$ cat src/rtl/uart_rx_wake_pkg.sv
package uart_rx_wake_pkg;

  typedef enum logic [1:0] {
    FR_HUNT  = 2'd0,
    FR_START = 2'd1,
    FR_DATA  = 2'd2,
    FR_STOP  = 2'd3
  } frame_st_e;

  // ticks of high line that make up one idle character (start + data + stop)
  function automatic int unsigned idle_ticks(input int unsigned dbits,
                                             input int unsigned osr,
                                             input bit          nine);
    return (dbits + (nine ? 3 : 2)) * osr;
  endfunction

endpackage

$ cat src/rtl/rxw_sync.sv
module rxw_sync #(
  parameter int STAGES = 2
) (
  input  logic clk,
  input  logic rst,
  input  logic din,
  output logic dout
);
  logic [STAGES-1:0] chain;

  generate
    for (genvar g = 0; g < STAGES; g++) begin : g_stage
      if (g == 0) begin : g_first
        always_ff @(posedge clk) begin
          if (rst) chain[0] <= 1'b1;
          else     chain[0] <= din;
        end
      end else begin : g_next
        always_ff @(posedge clk) begin
          if (rst) chain[g] <= 1'b1;
          else     chain[g] <= chain[g-1];
        end
      end
    end
  endgenerate

  assign dout = chain[STAGES-1];
endmodule

$ cat src/rtl/rxw_framer.sv
module rxw_framer
  import uart_rx_wake_pkg::*;
#(
  parameter int OSR   = 16,
  parameter int DBITS = 8
) (
  input  logic           clk,
  input  logic           rst,
  input  logic           tick,
  input  logic           line,
  input  logic           char9,
  output logic           hunt,
  output logic           start_ok,
  output logic           done,
  output logic           stop_bad,
  output logic           mark,
  output logic [DBITS:0] data
);
  localparam int DW   = DBITS + 1;
  localparam int CW   = $clog2(OSR);
  localparam int HALF = OSR / 2;
  localparam int BW   = $clog2(DBITS + 2);

  frame_st_e      st;
  logic [CW-1:0]  cnt;
  logic [BW-1:0]  bidx;
  logic [BW-1:0]  last_idx;
  logic           len9;
  logic [DW-1:0]  shreg;

  assign last_idx = len9 ? BW'(DBITS) : BW'(DBITS - 1);

  always_ff @(posedge clk) begin
    if (rst) begin
      st       <= FR_HUNT;
      cnt      <= '0;
      bidx     <= '0;
      len9     <= 1'b0;
      shreg    <= '0;
      start_ok <= 1'b0;
      done     <= 1'b0;
      stop_bad <= 1'b0;
    end else begin
      start_ok <= 1'b0;
      done     <= 1'b0;
      if (tick) begin
        unique case (st)
          FR_HUNT: begin
            if (!line) begin
              st  <= FR_START;
              cnt <= '0;
            end
          end
          FR_START: begin
            if (cnt == CW'(HALF - 1)) begin
              cnt <= '0;
              if (!line) begin
                st       <= FR_DATA;
                bidx     <= '0;
                len9     <= char9;
                start_ok <= 1'b1;
              end else begin
                st <= FR_HUNT;
              end
            end else begin
              cnt <= cnt + 1'b1;
            end
          end
          FR_DATA: begin
            if (cnt == CW'(OSR - 1)) begin
              cnt   <= '0;
              shreg <= {line, shreg[DW-1:1]};
              bidx  <= bidx + 1'b1;
              if (bidx == last_idx) st <= FR_STOP;
            end else begin
              cnt <= cnt + 1'b1;
            end
          end
          FR_STOP: begin
            if (cnt == CW'(OSR - 1)) begin
              cnt      <= '0;
              st       <= FR_HUNT;
              done     <= 1'b1;
              stop_bad <= !line;
            end else begin
              cnt <= cnt + 1'b1;
            end
          end
          default: st <= FR_HUNT;
        endcase
      end
    end
  end

  // last received bit always lands in the top position of the shifter
  assign mark = shreg[DW-1];
  assign data = len9 ? shreg : {1'b0, shreg[DW-1:1]};
  assign hunt = (st == FR_HUNT);
endmodule

$ cat src/rtl/rxw_idle.sv
module rxw_idle
  import uart_rx_wake_pkg::*;
#(
  parameter int OSR   = 16,
  parameter int DBITS = 8
) (
  input  logic clk,
  input  logic rst,
  input  logic tick,
  input  logic line,
  input  logic hunt,
  input  logic start_ok,
  input  logic char9,
  input  logic after_stop,
  output logic hit
);
  localparam int unsigned MAXT = idle_ticks(DBITS, OSR, 1'b1);
  localparam int unsigned MINT = idle_ticks(DBITS, OSR, 1'b0);
  localparam int IW = $clog2(MAXT + 1);

  logic [IW-1:0] cnt;
  logic [IW-1:0] lim;
  logic          fired;
  logic          hold;

  assign lim  = char9 ? IW'(MAXT - 1) : IW'(MINT - 1);
  assign hold = !line || (after_stop && !hunt);

  always_ff @(posedge clk) begin
    if (rst) begin
      cnt   <= '0;
      fired <= 1'b0;
      hit   <= 1'b0;
    end else begin
      hit <= 1'b0;
      if (start_ok) fired <= 1'b0;
      if (tick) begin
        if (hold) begin
          cnt <= '0;
        end else if (!fired) begin
          if (cnt >= lim) begin
            cnt   <= '0;
            hit   <= 1'b1;
            fired <= 1'b1;
          end else begin
            cnt <= cnt + 1'b1;
          end
        end
      end
    end
  end
endmodule

$ cat src/rtl/rxw_wake.sv
module rxw_wake #(
  parameter int DW = 9
) (
  input  logic          clk,
  input  logic          rst,
  input  logic          done,
  input  logic          stop_bad,
  input  logic          mark,
  input  logic [DW-1:0] data,
  input  logic          idle_hit,
  input  logic          wake_addr,
  input  logic          sleep_req,
  output logic [DW-1:0] rx_data,
  output logic          rx_valid,
  output logic          frame_err,
  output logic          idle_pulse,
  output logic          asleep
);
  logic mark_wake;
  logic idle_wake;
  logic deliver;

  assign mark_wake = asleep && wake_addr && done && mark;
  assign idle_wake = asleep && !wake_addr && idle_hit;
  assign deliver   = done && (!asleep || mark_wake);

  always_ff @(posedge clk) begin
    if (rst) begin
      rx_data    <= '0;
      rx_valid   <= 1'b0;
      frame_err  <= 1'b0;
      idle_pulse <= 1'b0;
      asleep     <= 1'b0;
    end else begin
      rx_valid   <= deliver;
      frame_err  <= deliver && stop_bad;
      idle_pulse <= idle_hit;
      if (deliver) rx_data <= data;
      if (sleep_req)                   asleep <= 1'b1;
      else if (mark_wake || idle_wake) asleep <= 1'b0;
    end
  end
endmodule

$ cat src/rtl/uart_rx_wake.sv
module uart_rx_wake #(
  parameter int OSR         = 16,
  parameter int DBITS       = 8,
  parameter int SYNC_STAGES = 2
) (
  input  logic           clk,
  input  logic           rst,
  input  logic           os_tick,
  input  logic           rxd,
  input  logic           char9,
  input  logic           wake_addr,
  input  logic           idle_after_stop,
  input  logic           sleep_req,
  output logic [DBITS:0] rx_data,
  output logic           rx_valid,
  output logic           idle_pulse,
  output logic           frame_err,
  output logic           asleep
);
  localparam int DW = DBITS + 1;

  logic          line;
  logic          hunt;
  logic          start_ok;
  logic          done;
  logic          stop_bad;
  logic          mark;
  logic [DW-1:0] fdata;
  logic          idle_hit;

  rxw_sync #(.STAGES(SYNC_STAGES)) i_sync (
    .clk  (clk),
    .rst  (rst),
    .din  (rxd),
    .dout (line)
  );

  rxw_framer #(.OSR(OSR), .DBITS(DBITS)) i_framer (
    .clk      (clk),
    .rst      (rst),
    .tick     (os_tick),
    .line     (line),
    .char9    (char9),
    .hunt     (hunt),
    .start_ok (start_ok),
    .done     (done),
    .stop_bad (stop_bad),
    .mark     (mark),
    .data     (fdata)
  );

  rxw_idle #(.OSR(OSR), .DBITS(DBITS)) i_idle (
    .clk        (clk),
    .rst        (rst),
    .tick       (os_tick),
    .line       (line),
    .hunt       (hunt),
    .start_ok   (start_ok),
    .char9      (char9),
    .after_stop (idle_after_stop),
    .hit        (idle_hit)
  );

  rxw_wake #(.DW(DW)) i_wake (
    .clk        (clk),
    .rst        (rst),
    .done       (done),
    .stop_bad   (stop_bad),
    .mark       (mark),
    .data       (fdata),
    .idle_hit   (idle_hit),
    .wake_addr  (wake_addr),
    .sleep_req  (sleep_req),
    .rx_data    (rx_data),
    .rx_valid   (rx_valid),
    .frame_err  (frame_err),
    .idle_pulse (idle_pulse),
    .asleep     (asleep)
  );
endmodule

$ cat config.mk
export PLATFORM = sky130hd
export DESIGN_NAME = uart_rx_wake
export DESIGN_NICKNAME = d
export VERILOG_FILES = /design/src/rtl/uart_rx_wake_pkg.sv /design/src/rtl/rxw_sync.sv /design/src/rtl/rxw_framer.sv /design/src/rtl/rxw_idle.sv /design/src/rtl/rxw_wake.sv /design/src/rtl/uart_rx_wake.sv
export SDC_FILE = /design/constraint.sdc
export NUM_CORES = 1
export LEC_CHECK = 0
export ABC_AREA = 1
export BUFFER_PORTS_ARGS = -buffer_cell sky130_fd_sc_hd__buf_4
export CORE_MARGIN = 2
export CORE_UTILIZATION = 45
export CTS_BUF_LIST = sky130_fd_sc_hd__clkbuf_8
export DETAILED_ROUTE_END_ITERATION = 12
export PLACE_DENSITY = 0.68
export SLEW_MARGIN = 20
export SYNTH_ARGS = -nofsm -noshare
export SYNTH_HDL_FRONTEND = slang
export SYNTH_SLANG_ARGS = --single-unit
$ cat constraint.sdc
create_clock -name clk -period 1.9 [get_ports clk]
set_input_delay 0.57 -clock clk [delete_from_list [all_inputs] [get_ports clk]]
set_output_delay 0.57 -clock clk [all_outputs]
set_load 0.05 [all_outputs]
Word level (Yosys, flattened, before mapping) --
Index checks and enable logic that the tools add are counted.
Word-level totals: bits in registers 48, input port bits 8, logic and storage cells 99
Operators by class: add/subtract/negate cells 3, $lt $le $gt $ge 1, equal/unequal tests 13, mux-type cells 30, bitwise operators 5, reductions and logical operators 29
Operators by type and width (number):
- 4-bit two-way mux | 6
- 8-bit two-way mux | 3
- 2-bit two-way mux | 6
- 4-bit one-hot mux with 3 select lines | 1
- 1-bit two-way mux | 10
- 9-bit two-way mux | 1
- 4-bit by 1-bit adder with 4-bit output (second input constant) | 2
- 8-bit by 1-bit adder with 8-bit output (second input constant) | 1
- 8-bit >= comparator | 1
- 1-bit logical AND | 8
- 2-bit by 1-bit inequality test with 1-bit output (second input constant) | 4
- 2-bit one-hot mux with 4 select lines | 1
- 4-bit one-hot mux with 2 select lines | 1
- 4-bit OR reduction | 2
- 6-bit two-way mux | 1
- 2-bit inequality test (second input constant) | 3
- 3-bit AND reduction | 2
- 6-bit AND reduction | 1
- 1-bit NOT | 5
- 5-bit AND reduction | 1
- 2-bit equality test (second input constant) | 2
- 4-bit by 3-bit equality test with 1-bit output (second input constant) | 1
- 4-bit equality test | 1
- 4-bit equality test (second input constant) | 1
- other kinds (9) | 16

Depth between registers and ports, before layout --
Gate-level depths: netlist of the first run.
depth after elaboration 6, gate-level depth with buffers 9, gate-level depth less buffers 9

Modules after synthesis --
Synthesis of the first run repeated with hierarchy kept, for this count alone.
Second synthesis, totals: cell total of the unflattened synthesis 340, area total of the unflattened synthesis 2378.5 um^2
By module, submodules not included:
- rxw_framer | times used 1, cells an instance 156, area an instance 1147.4 um^2
- rxw_idle | times used 1, cells an instance 102, area an instance 623.1 um^2
- rxw_wake | times used 1, cells an instance 75, area an instance 549.3 um^2
- rxw_sync | times used 1, cells an instance 7, area an instance 58.8 um^2

Least setup slack after synthesis of the first run --
Ideal clock, no wire load.
kind input to register, start point input char9, end point register i_idle.cnt[1], arrival time 1.480 ns, required time 1.832 ns, slack 0.352 ns, stages on the path 9, buffers on the path 0, cells stage by stage inv_1 > ha_1 > nand2_1 > nand2_1 > o21bai_1 > nand2_1 > nor2_4 > nand2_1 > a21oi_2
On the way: longest elaborated chain between the ends 5
RTL lines:
- start: declaration | line uart_rx_wake.sv:10 | input logic char9,
- 6-bit two-way mux | line rxw_idle.sv:26 | assign lim = char9 ? IW'(MAXT - 1) : IW'(MINT - 1);
- 8-bit >= comparator | line rxw_idle.sv:41 | if (cnt >= lim) begin
- 8-bit two-way mux | line rxw_idle.sv:41
- 8-bit two-way mux | line rxw_idle.sv:40 | end else if (!fired) begin
- 8-bit two-way mux | line rxw_idle.sv:38 | if (hold) begin
- end signal: assignment | line rxw_idle.sv:46 | cnt <= cnt + 1'b1;
- end: declaration | line rxw_idle.sv:21 | logic [IW-1:0] cnt;
Every way passes these cells. The select of a mux whose other input is x is not followed. A chain may end at the register's enable or synchronous reset.

Final worst setup path of the first run --
start point register i_idle.cnt[0], end point register i_idle.fired
On the way: longest elaborated chain between the ends 5
RTL lines:
- 8-bit >= comparator | line rxw_idle.sv:41
- 1-bit two-way mux | line rxw_idle.sv:41
- 1-bit two-way mux | line rxw_idle.sv:40
- 1-bit two-way mux | line rxw_idle.sv:38
- 1-bit two-way mux | line rxw_idle.sv:37 | if (tick) begin
- end signal: assignment | line rxw_idle.sv:32 | fired <= 1'b0;
- end signal: assignment | line rxw_idle.sv:36 | if (start_ok) fired <= 1'b0;
- end signal: assignment | line rxw_idle.sv:44 | fired <= 1'b1;
- end: declaration | line rxw_idle.sv:23 | logic fired;
Every way passes these cells.

==> results of run 1 <==
stage by stage:
step	util	instance area [um2]	setup WS (ps)	cells	hold slack [ps]
2_1_floorplan	-	2300	352	313	389
3_3_place_gp	0.503	2520	176	400	395
3_5_place_dp	0.503	2520	144	400	397
4_1_cts	0.528	2640	384	408	413
5_1_grt	0.528	2640	233	408	435
6_report	0.528	2640	388	408	407
logic make-up after synthesis:
| family | after synthesis |
|---|---|
| compound gates | 62 |
| xor+xnor | 3 |
| fa+ha+maj | 5 |
| buf+inv | 40 |
| flops | 48 |
| simple gates | 155 |
layout make-up:
class                   count  area [um2]
clock buffers               6        82.6
clock inverters             2        38.8
fillers                   526        2370
inverters                  32         121
multi-input cells         225        1160
flip-flops and latches     48         961
well taps                  70        87.6
repair buffers             25         188
worst max path at each step:
stage,endpoint,cells after the start,start
after global placement,i_idle.cnt[1]$_SDFFE_PP0P_,10,char9
after detailed placement,i_idle.cnt[2]$_SDFFE_PP0P_,10,char9
after CTS,asleep,1,i_wake.asleep$_SDFFE_PP0P_
after floorplan,i_idle.cnt[1]$_SDFFE_PP0P_,9,char9
final,i_idle.fired$_SDFF_PP0_,7,i_idle.cnt[0]$_SDFFE_PP0P_
after global routing,flip-flop,8,i_framer.cnt[0]$_SDFFE_PP0P_
per-layer routing:
metal | GRT usage | vias up | part of all wire
li1 | - | 1061 | -
met1 | 0.234 | 914 | 0.47
met2 | 0.293 | 46 | 0.48
met3 | 0.0476 | 5 | 0.041
met4 | 0.0390 | 0 | 0.0079
met5 | 0 | - | 0
cells in the final DEF (no fill, tap or decap):
| master | synthesis | layout |
|---|---|---|
| o211a_1 | 1 | 1 |
| inv_2 | 2 | 2 |
| or2_2 | 2 | 2 |
| xor2_1 | 1 | 1 |
| nor2_2 | 3 | 3 |
| xnor2_1 | 2 | 2 |
| nand2_2 | 3 | 3 |
| a21oi_1 | 17 | 17 |
| nor2_4 | 2 | 2 |
| dfxtp_1 | 48 | 48 |
| clkbuf_8 | 0 | 6 |
| ha_1 | 5 | 5 |
| o21bai_1 | 1 | 1 |
| o21ai_1 | 5 | 5 |
| o21ai_4 | 1 | 1 |
| nand2_4 | 4 | 4 |
| buf_4 | 1 | 25 |
| nor2_1 | 40 | 40 |
| clkinv_2 | 1 | 1 |
| o21a_1 | 1 | 1 |
| o21ai_2 | 1 | 1 |
| a21oi_2 | 5 | 5 |
| nor3_1 | 3 | 3 |
| clkinv_1 | 1 | 1 |
| clkinv_4 | 0 | 1 |
| a21boi_4 | 1 | 1 |
| nand2_1 | 74 | 74 |
| o21ai_0 | 21 | 21 |
| bufinv_16 | 0 | 1 |
| inv_1 | 28 | 28 |
| a31oi_1 | 8 | 8 |
| nand3_2 | 3 | 3 |
| nand3_1 | 19 | 19 |
| nand4_1 | 2 | 2 |
sequential cells by signal, summed over array words and instances, names as in the netlist, 4 cells and up, named ones only:
signal          flops
i_framer.shreg      9
i_wake.rx_data      9
i_idle.cnt          8
i_framer.bidx       4
i_framer.cnt        4
critical path, cell delays in order (launching register included):
cell	delay (ps)
dfxtp_1	380
ha_1	220
nand2_1	90
nor2_1	220
nand3_1	130
nand2_1	150
nand4_1	140
o21ai_0	110
report_power, final:
part,internal [W],switching [W]
logic,0.0000403,0.0000703
registers,0.00101,0.00000944
clock network,0.000430,0.000343
==> results.md, run 1 <==
* Worst Hold End: i_sync.dout$_SDFF_PP1_
* Grt total ovfl at 0
* Power per cell area at between 700 and 800 nW/um2
* Synth area leaders: dfxtp_1 42%, nand2_1 12%, nor2_1 6.5%
* Die Wd at about 75 um
* Final HPWL DP at approximately 3300 um
* Peak VDD IR at around 420 uV
* Hold_sp: i_sync.chain[0]$_SDFF_PP1_
* WP data arrival at about 1700 ps
* Die area at 5700 um2
* IO Pins at 21
* Tightest Pin Transition at between 300 and 400 ps
* CP required at around 2100 ps
* CTS tree: yes
* Nets at 350
* Status: finished, final reports clean
* Gpl congestion at between 0.8 and 0.9
* Compound-Gate Fraction of Synth Area at 0.164
* Initial antenna violation count at 0
* Cells after Synth at between 300 and 400
* Worst r2r src: i_idle.cnt[0]$_SDFFE_PP0P_
* Hold Path Cell Cnt at 1
* ANT nets after route at 0
* Synth Area in Adders at 0.0272
* Die height at around 75 um
* Area Overhead vs Synth at 15.0%
* Commonest cells in the netlist: 74 x nand2_1, 48 x dfxtp_1, 40 x nor2_1
* Post-cts resize count at 0
* Critical path capture point type: flip-flop
* WL/cell at between 10 and 15 um
* EDFF count, synth at 0
* R2R setup slack at between 300 and 400 ps
* #FFs+latches synth at 48
* Layout Skew at 7.88 ps
* Mean post-synth cell area at roughly 7.3 um2
* Ant. Diodes at 0
* Clock transition at path regs at about 90 ps
* Setup Viol. Count Final at 0
* Reg2reg path depth at 7
* RSZ-0062 raised after global routing: no
* Critical path start-end classification: reg2reg
* Max FO, Critical Path at 4
* Clk buf depth at 2
* Slew headroom at 0.739
* Crit path time final at approximately 1500 ps
* Fin. max-slew vios at 0
* 1st-iter DRT viols at 64
* Rows at 26
* Via-to-Cell Ratio at 4.97
* Share of layout cells above drive strength 1 at 0.180
* Synthesized cell area at roughly 2300 um2
* Largest family of logic cells by synthesized area: simple AND/OR/NAND/NOR gates
* DRC viols at 0
* TritonRoute pass-1 iters at 4
* Hold Path Class: reg2reg
* Routed vias at a little over 2,000
* Clk Latency, worst-skew pair at ~300 ps
* First-pass GRT wire length at 7800 um
* Post-synthesis cell type count at 35
* LEAKAGE at around 1.2 nW
* Post-synth top flop: dfxtp_1
* Sequential fraction of the synthesis area at 0.418
* Initial Util at 0.459
* CP Launch Type: flip-flop
* H-tree depth at 2
* Max Cap Viol at 0
* Post-Synth XOR/XNOR Area at 0.0114
* Mux cell area share after synthesis at 0
* Clock Sinks at 48
* Synth warnings at 0
* Root buffer cell: clkbuf_8
* Total nets after synthesis at 326
* # port buffers at 20
* Post-synth ARST share at 0
* FF-to-FF End: i_idle.fired$_SDFF_PP0_
* Largest net degree at the start of global routing at 24
* CTS Buf Count at 5
* Count leader, synth: nand2_1
* Overall power at about 0.0019 W
* Setup TNS Final at 0 ps
* Max Fclk at ~660 MHz
* Simple-Gate Fraction of Synth Area at 0.304
* Final Hold Viols at 0
* Final period util at 0.796
* Hold buffers post-CTS at 0
* Dominant cell type by area after synthesis: dfxtp_1
* Share of the synthesized area in the top cell type at 0.418
* Vias in the first global route at 1,764
* DRT Wirelength at between 4000 and 5000 um
* Setup bufs post-CTS at 0
* Total global-route track usage at 0.177
* CORE AREA at 5010 um2
(Power assumes the default switching activity.)
==> inputs of run 2 (changes only) <==
Clock period 1.9 ns to 1.4 ns, I/O delays scaled along.
==> run 2 against run 1 <==
  * Clock-buffer cell count shrank 1
  * Critical endpoint is now i_idle.cnt[4]$_SDFFE_PP0P_
  * Clock power grew 4.3%
  * Highest routed layer unchanged
  * Maximum frequency grew 10%
  * Global-route usage shrank 1.1 points
  * Largest cell class unchanged
  * Hold slack lost 110 ps
  * Via count grew 0.54%
==> results.md, run 2 (synthesized netlist as in run 1, its figures left out) <==
* Hold buffers post-CTS at 0
* Crit path time final at around 1400 ps
* Min Hold Slack at around 300 ps
* Grt total ovfl at 0
* Final Hold Viols at 0
* Hold Path Cell Cnt at 2
* R2R setup slack at 20 ps
* Nets at 369
* IO Pins at 21
* Max FO, Critical Path at 3
* Clock Sinks at between 40 and 50
* RSZ-0062 raised after global routing: yes
* Final period util at 0.982
* CP required at around 1600 ps
* Tightest Pin Transition at 259 ps
* Via-to-Cell Ratio at approximately 4.8
* Critical path start-end classification: reg2reg
* Largest net degree at the start of global routing at 35
* Commonest cells after routing, fill and taps aside: 70 x nand2_1, 42 x buf_4, 41 x dfxtp_1
* Peak VDD IR at ~470 uV
* Setup TNS Final at 0 ps
* Biggest regs: i_framer.shreg x9, i_wake.rx_data x9, i_idle.cnt x8
* Hold Path Class: in2reg
* Net Sw Power at about 0.00058 W
* Ant. Diodes at 0
* Clk Latency, worst-skew pair at ~300 ps
* CTS Buf Count at 5
* First-pass GRT wire length at ~7300 um
* Final HPWL DP at 3340 um
* Die height at 75.5 um
* ANT nets after route at 0
* Clock transition at path regs at about 90 ps
* Commonest non-fill, non-tap cell in the layout: nand2_1
* Power per cell area at between 800 and 900 nW/um2
* Die Wd at about 75 um
* Clk buf depth at 2
* Root buffer cell: clkbuf_8
* CP Launch Type: flip-flop
* DRC viols at 0
* Max Fclk at slightly above 700 MHz
* Area Overhead vs Synth at 24.2%
* Die area at ~5700 um2
* Reg2reg path depth at 8
* # port buffers at 20
* Setup Viol. Count Final at 0
* Switching Share at 0.243
* WP data arrival at around 1600 ps
* Layout Skew at 6.33 ps
* Status: finished, final reports clean
* CTS tree: yes
* WL/cell at ~11 um
* DRT Wirelength at between 4000 and 5000 um
* Initial antenna violation count at 0
* 1st-iter DRT viols at between 70 and 80
* Routed vias at roughly 2,000
* Fin. max-slew vios at 0
* Int Pwr at 0.00180 W
* Share of layout cells above drive strength 1 at 0.280
* Clock power frac at 0.339
* Max Cap Viol at 0
* Combinational Power Share at 0.079
* Total global-route track usage at 0.166
* Initial Util at 0.459
* Critical path capture point type: flip-flop
* Slew headroom at 0.827
* LEAKAGE at between 1 and 1.5 nW
* Rows at 26
* Core Util, Final at 0.570
* H-tree depth at 2
* Vias in the first global route at between 1,500 and 2,000
* Flop pwr share at 0.583
* CORE AREA at 5010 um2
* TritonRoute pass-1 iters at 4
* Gpl congestion at between 0.8 and 0.9
==> run 2: changes by cell type in the layout (fill, tap and decap cells not counted), moves of 4 or more <==
| cell | delta |
|---|---|
| buf_4 | +17 |
| dfxtp_1 | -7 |
| dfxtp_2 | +7 |
| nand2_1 | -4 |
| nand2_2 | +4 |
==> run 2: final timing paths <==
check | start | to
setup reg to reg | i_idle.cnt[1]$_SDFFE_PP0P_ | i_idle.cnt[4]$_SDFFE_PP0P_
hold reg to reg | i_sync.chain[0]$_SDFF_PP1_ | i_sync.dout$_SDFF_PP1_
hold / removal | rxd | i_sync.chain[0]$_SDFF_PP1_
setup / recovery | i_idle.cnt[1]$_SDFFE_PP0P_ | i_idle.cnt[4]$_SDFFE_PP0P_
==> run 2: cell type report <==
| class | instances | area [um2] |
|---|---|---|
| clock buffer | 5 | 68.8 |
| sequential | 48 | 970 |
| fill | 491 | 2150 |
| tap | 70 | 87.6 |
| inverter | 32 | 121 |
| multi-input combinational | 225 | 1230 |
| timing repair buffer | 44 | 355 |
| clock inverter | 3 | 18.8 |
==> run 2: timing repair <==
action	in CTS	in global routing
buffers inserted	0	2
endpoints found under the setup margin	0	28
gates resized for setup	0	22
==> run 2: worst max-delay path, stage by stage, from the launching register on <==
cell and delay [ps]:
dfxtp_2 350, ha_1 160, nand2_1 110, nor2_2 170, buf_4 120, buf_4 90
a21oi_1 60, a21oi_1 150, nor2_1 60
==> run 2: metrics by stage <==
stage	setup slack (ps)	instance area, um2	instances	power [W]
after detailed placement	-206	2680	417	0.00160
after floorplan	1.61	2300	313	0.00152
after CTS	5.94	2760	425	0.00240
after global routing	-26.5	2860	427	0.00249
after global placement	-176	2680	417	0.00159
final	24.6	2860	427	0.00238
==> run 2: power groups by stage <==
stage / clock network, W / logic [W] / registers, W
finish: 0.000806 / 0.000187 / 0.00139
global route: 0.000897 / 0.000204 / 0.00139
CTS: 0.000835 / 0.000178 / 0.00139
detailed placement: 0 / 0.000178 / 0.00142
global placement: 0 / 0.000176 / 0.00142
floorplan: 0 / 0.0000988 / 0.00143
==> run 2: layer usage <==
metal / part of all wire / GRT usage / routed length, um
met1: 0.48 / 0.214 / 2290
met4: 0.011 / 0.0526 / 53
met2: 0.48 / 0.278 / 2250
met5: 0 / 0 / 0
met3: 0.028 / 0.0357 / 133
